[config.mk]
export PLATFORM = sky130hd
export DESIGN_NAME = aux_chunk_xfer
export DESIGN_NICKNAME = d
export VERILOG_FILES = /design/src/rtl/aux_chunk_xfer.sv
export SDC_FILE = /design/constraint.sdc
export NUM_CORES = 1
export LEC_CHECK = 0
export ABC_AREA = 1
export BUFFER_PORTS_ARGS = -buffer_cell sky130_fd_sc_hd__buf_2
export CAP_MARGIN = 40
export CELL_PAD_IN_SITES_DETAIL_PLACEMENT = 1
export CELL_PAD_IN_SITES_GLOBAL_PLACEMENT = 1
export CORE_UTILIZATION = 37
export DETAILED_ROUTE_END_ITERATION = 8
export PLACE_DENSITY = 0.79
export SYNTH_ARGS = -nofsm -noshare
export SYNTH_HDL_FRONTEND = slang
export SYNTH_SLANG_ARGS = --single-unit
[constraint.sdc]
create_clock -name clk -period 2.4 [get_ports clk]
set_input_delay 0.36 -clock clk [delete_from_list [all_inputs] [get_ports clk]]
set_output_delay 0.36 -clock clk [all_outputs]
set_load 0.01 [all_outputs]
[src/rtl/aux_chunk_xfer.sv]
module aux_chunk_xfer #(
  parameter int ADDR_W   = 20,
  parameter int LEN_W    = 12,
  parameter int CHUNK    = 16,
  parameter int TRIES    = 7,
  parameter int CLK_KHZ  = 100000,
  parameter int ID_DEV   = 'h50,
  parameter int ID_BYTES = 128
) (
  input  logic                          clk,
  input  logic                          rst_n,
  input  logic                          start,
  input  logic                          id_start,
  input  logic [3:0]                    cmd,
  input  logic [ADDR_W-1:0]             addr,
  input  logic [LEN_W-1:0]              len,
  output logic                          busy,
  output logic                          done,
  output logic                          pass,
  output logic                          tx_req,
  output logic [3:0]                    tx_cmd,
  output logic [ADDR_W-1:0]             tx_addr,
  output logic [$clog2(CHUNK+1)-1:0]    tx_len,
  output logic [LEN_W-1:0]              tx_off,
  output logic                          tx_zero,
  input  logic                          tx_ack,
  input  logic                          tx_ok
);
  localparam int CLEN_W  = $clog2(CHUNK + 1);
  localparam int TRY_W   = $clog2(TRIES + 1);
  localparam int GAP_CYC = CLK_KHZ;
  localparam int GAP_W   = $clog2(GAP_CYC + 1);
  localparam logic [3:0] I2C_WR = 4'b0000;
  localparam logic [3:0] I2C_RD = 4'b0001;

  typedef enum logic [2:0] {S_IDLE, S_ISSUE, S_WAIT, S_STEP, S_FIN} st_t;

  st_t               st;
  logic              id_mode, id_wr, ok_r;
  logic [3:0]        cmd_r;
  logic [ADDR_W-1:0] base_r;
  logic [LEN_W-1:0]  off_r, rem_r;
  logic [TRY_W-1:0]  tries_r;
  logic [GAP_W-1:0]  gap_r;

  logic [CLEN_W-1:0] clen;
  logic [LEN_W-1:0]  rem_nx;
  logic              last;

  assign clen   = id_wr ? CLEN_W'(1)
                : (rem_r >= LEN_W'(CHUNK)) ? CLEN_W'(CHUNK) : CLEN_W'(rem_r);
  assign rem_nx = rem_r - LEN_W'(clen);
  assign last   = !id_wr && (rem_nx == '0);

  assign tx_req  = (st == S_ISSUE);
  assign tx_cmd  = id_mode ? (id_wr ? I2C_WR : I2C_RD) : cmd_r;
  assign tx_addr = id_mode ? ADDR_W'(ID_DEV) : base_r + ADDR_W'(off_r);
  assign tx_len  = clen;
  assign tx_off  = off_r;
  assign tx_zero = id_wr;
  assign busy    = (st != S_IDLE);
  assign done    = (st == S_FIN);
  assign pass    = ok_r;

  always_ff @(posedge clk or negedge rst_n) begin
    if (!rst_n) begin
      st      <= S_IDLE;
      id_mode <= 1'b0;
      id_wr   <= 1'b0;
      ok_r    <= 1'b0;
      cmd_r   <= '0;
      base_r  <= '0;
      off_r   <= '0;
      rem_r   <= '0;
      tries_r <= '0;
      gap_r   <= '0;
    end else begin
      case (st)
        S_IDLE: begin
          if (start) begin
            id_mode <= 1'b0;
            id_wr   <= 1'b0;
            cmd_r   <= cmd;
            base_r  <= addr;
            off_r   <= '0;
            rem_r   <= len;
            tries_r <= '0;
            ok_r    <= 1'b1;
            st      <= (len == '0) ? S_FIN : S_ISSUE;
          end else if (id_start) begin
            id_mode <= 1'b1;
            id_wr   <= 1'b1;
            off_r   <= '0;
            rem_r   <= LEN_W'(ID_BYTES);
            tries_r <= '0;
            ok_r    <= 1'b1;
            st      <= S_ISSUE;
          end
        end
        S_ISSUE: begin
          if (tx_ack) begin
            if (tx_ok) begin
              st <= S_STEP;
            end else if (tries_r == TRY_W'(TRIES - 1)) begin
              ok_r <= 1'b0;
              st   <= S_STEP;
            end else begin
              tries_r <= tries_r + 1'b1;
              gap_r   <= '0;
              st      <= S_WAIT;
            end
          end
        end
        S_WAIT: begin
          if (gap_r == GAP_W'(GAP_CYC - 1)) st <= S_ISSUE;
          else                              gap_r <= gap_r + 1'b1;
        end
        S_STEP: begin
          tries_r <= '0;
          if (id_wr) begin
            id_wr <= 1'b0;
          end else begin
            off_r <= off_r + LEN_W'(CHUNK);
            rem_r <= rem_nx;
          end
          st <= last ? S_FIN : S_ISSUE;
        end
        S_FIN:   st <= S_IDLE;
        default: st <= S_IDLE;
      endcase
    end
  end

  AST_REQ_STABLE: assert property (@(posedge clk) disable iff (!rst_n)
    tx_req && !tx_ack |=> tx_req && $stable(tx_addr) && $stable(tx_len)
                          && $stable(tx_cmd) && $stable(tx_off));
  AST_LEN_RANGE: assert property (@(posedge clk) disable iff (!rst_n)
    tx_req |-> (tx_len != '0) && (tx_len <= CLEN_W'(CHUNK)));
  AST_RETRY_GAP: assert property (@(posedge clk) disable iff (!rst_n)
    tx_req && tx_ack && !tx_ok && (tries_r != TRY_W'(TRIES - 1)) |=> !tx_req && busy);
  AST_TRY_BOUND: assert property (@(posedge clk) disable iff (!rst_n)
    busy |-> tries_r < TRY_W'(TRIES));
  AST_DONE_PULSE: assert property (@(posedge clk) disable iff (!rst_n)
    done |=> !done && !busy);
  AST_ZERO_SKIP: assert property (@(posedge clk) disable iff (!rst_n)
    start && !busy && (len == '0) |=> done && !tx_req && pass);
endmodule

==> results.sh <==
export IMPL_grt_max_degree=48
export IMPL_slew_violations=0
export IMPL_min_period_ps=2940
export IMPL_crit_cells=20
export IMPL_viasPerCell=5.438
export IMPL_cp_top_family="simple AND/OR/NAND/NOR gates"
export IMPL_cts_path_max_buffers=2
export IMPL_power_mw=9.326
export IMPL_wire_per_inst_um=18.47
export IMPL_max_slew_margin_pct=44.02
export IMPL_die_x_um=112.8
export IMPL_drt_iter0_drc=203
export IMPL_routed_via_count=4883
export IMPL_drc_errors=0
export IMPL_fp_dieH_um=112.8
export IMPL_synth_seq_cells=70
export IMPL_use_met2_pct=40.16
export IMPL_worstSetupStartpointType="register"
export IMPL_leakage_nw=3.145
export IMPL_clkPwrFrac_pct=15.3
export IMPL_slowest_delay_ps=390
export IMPL_post_route_cell_area_mm2=0.006536
export IMPL_setup_ws_ps=-540.2
export IMPL_pwr_share_seq_pct=21.3
export IMPL_drive_above_1_share_pct=42.08
export IMPL_r2r_end="st[2]"
export IMPL_hold_violations=0
export IMPL_cp_max_fo=5
export IMPL_min_path_type="input pin to asynchronous set/reset pin"
export IMPL_final_fill_count=1449
export IMPL_cts_made_buffers=9
export IMPL_cts_sinks=70
export IMPL_rsz0062_at_grt="yes"
export IMPL_dr_pass1_iters=6
export IMPL_grt_pass1_wl_um=24200
export IMPL_ios=88
export IMPL_power_frac_comb_pct=63.4
export IMPL_p_int_mw=4.978
export IMPL_grt_usage_pct=24.07
export IMPL_syn_inst=593
export IMPL_fmax_mhz=340.1
export IMPL_row_count=40
export IMPL_place_congestion=0.8642
export IMPL_postCtsHoldBufs=0
export IMPL_start_util_pct=37.81
export IMPL_worst_r2r_cell_count=20
export IMPL_critPathLaunch="rem_r[7]"
export IMPL_synthToLayoutAreaGrowth_pct=43.91
export IMPL_cts_max_level=3
export IMPL_switchingPower_mw=4.348
export IMPL_path_buf_inv=4
export IMPL_hpwl_um=10460
export IMPL_n_antenna_cell=0
export IMPL_cp_arrival_ps=3210
export IMPL_peakVddDrop_mv=0.4471
export IMPL_clock_latency_ps=340
export IMPL_p_per_area_mw_per_mm2=1427
export IMPL_postSynthAreaPerCell_um2=7.659
export IMPL_root_buffer="clkbuf_16"
export IMPL_swShare_pct=46.62
export IMPL_final_setup_viol_count=21
export IMPL_path_class="register to register"
export IMPL_core_area_mm2=0.01201
export IMPL_r2r_slack_ps=-540
export IMPL_dp_cells=852
export IMPL_cap_violations=0
export IMPL_layoutNonFillerInstCount=898
export IMPL_crit_required_ps=2670
export IMPL_cts_tree="done"
export IMPL_grt_pass1_vias=4990
export IMPL_busiest_layer="met2"
export IMPL_tightest_slew_ps=836.5
export IMPL_drtAntennaViolNets=0
export IMPL_violations="negative setup slack"
export IMPL_crit_path_end="st[2]"
export IMPL_final_common_cell="buf_2"
export IMPL_portBuffers=83
export IMPL_path_cells="inv_2 -> nand2_4 -> nor3_4 -> nand3_4 -> o21ai_4 -> ha_2 -> inv_2 -> fa_2 -> nand2_4 -> nand2_4 -> nand3_4 -> nand2_2 -> nand2_2 -> nand2_2 -> inv_2 -> buf_6 -> nand4_1 -> nor2_1 -> nand3_1 -> o21ai_1"
export IMPL_synth_area_mm2=0.004542
export IMPL_ys_seq_area_share_pct=38.57
export IMPL_grt_overflow_total=0
export IMPL_antenna_found_initial=0
export IMPL_final_nets=807
export IMPL_wl_um=16590
export IMPL_skew_ps=5.684
export IMPL_met1_usage_pct=30.54
export IMPL_finalCritPeriodShare_pct=122.5
export IMPL_yosys_warnings=0
export IMPL_status="finished, violations left"
export IMPL_placed_area_mm2=0.005461
export IMPL_crit_slowest_cell="dfrtp_1"
export IMPL_endpoint_kind="register"
export IMPL_layout_common_cells="83 x buf_2, 78 x nand2_1, 69 x dfrtp_1, 69 x buf_4, 67 x inv_1"
export IMPL_dieArea_mm2=0.01272
export IMPL_met3_usage_pct=4.606
export IMPL_rr_startpoint="rem_r[7]"
export IMPL_ys_types=45
export IMPL_clkSlewWorstSetupHoldPaths_ps=60
sequential cells by signal, indices dropped and copies added (netlist names), 3 cells and up:
| name | flops |
|---|---|
| base_r | 20 |
| gap_r | 17 |
| rem_r | 12 |
| tx_off | 8 |
| cmd_r | 4 |
| st | 3 |
| tries_r | 3 |
per-layer routing:
layer	share of wire [%]	up-vias
met2	51	131
met5	0	-
li1	-	2277
met3	4.0	46
met4	3.5	0
met1	42	2429
cell families after synthesis:
family | after synthesis | share of synthesized area (%)
fa+ha+maj | 18 | 5.124
simple gates | 269 | 26.78
xor+xnor | 16 | 3.086
mux | 14 | 3.471
compound gates | 107 | 14.13
buf+inv | 98 | 8.761
other cells | 1 | 0.08257
flops | 70 | 38.57
worst min path at each step:
| stage | slack, ps | cells past startpoint | endpoint |
|---|---|---|---|
| after global routing | 60 | 1 | tries_r[1] |
| after detailed placement | 400 | 1 | gap_r[3] |
| final | 30 | 1 | gap_r[2] |
| after floorplan | 60 | 0 | base_r[0] |
| after CTS | 40 | 1 | gap_r[2] |
| after global placement | 400 | 1 | gap_r[3] |
synth_stat cells, drive strengths merged:
library cell	instances	area share, %
nand2	114	9.8
inv	81	6.7
dfrtp	70	39
nor2	63	5.4
o21ai	45	5.5
nand3	44	5.2
a21oi	42	4.7
nor3	24	2.9
ha	17	4.7
nand4	15	2.1
mux2	14	3.5
xor2	13	2.5
o22ai	11	2.3
buf	9	1.3
clkbuf	8	0.66
nand3b	3	0.50
nor4	3	0.55
xnor2	3	0.58
a211oi	2	0.33
o21bai	2	0.33
or2	2	0.28
a21boi	1	0.17
a31oi	1	0.14
a32o	1	0.22
and3	1	0.14
conb	1	0.083
fa	1	0.44
o211ai	1	0.17
o311ai	1	0.19
per-stage QoR:
stage | util [%] | setup WS, ps | setup TNS [ps] | hold WS (ps)
floorplan | - | -188.2 | -416.9 | 64.41
global placement | 45.47 | -317.6 | -1478 | 398.6
detailed placement | 45.47 | -433.1 | -3466 | 404.9
CTS | 50.09 | -253.1 | -1818 | 40.97
global route | 54.42 | -720.2 | -7108 | 60.32
finish | 54.42 | -540.2 | -4164 | 25.88
timing repair:
action	in CTS	in global routing
gates resized for setup	47	90
pin swaps	20	29
endpoints found under the setup margin	25	24
setup buffers	11	20
power groups by stage:
stage	Sequential (mW)	Combinational [mW]	Clock (mW)
after floorplan	1.91	2.67	0
after global placement	1.89	4.11	0
after detailed placement	1.93	4.27	0
after CTS	1.93	4.72	1.44
after global routing	2.03	6.37	1.49
final	1.99	5.92	1.43
area by class of cell:
type / count / area, um2 / area share (%)
tap: 147 / 183.9 / 2.814
multi-input combinational: 428 / 2989 / 45.73
sequential: 70 / 1753 / 26.82
timing repair buffer: 157 / 998.5 / 15.28
inverter: 81 / 306.5 / 4.690
clock inverter: 4 / 72.57 / 1.110
clock buffer: 11 / 232.7 / 3.560
No activity file was read; power rests on OpenSTA's default activity.
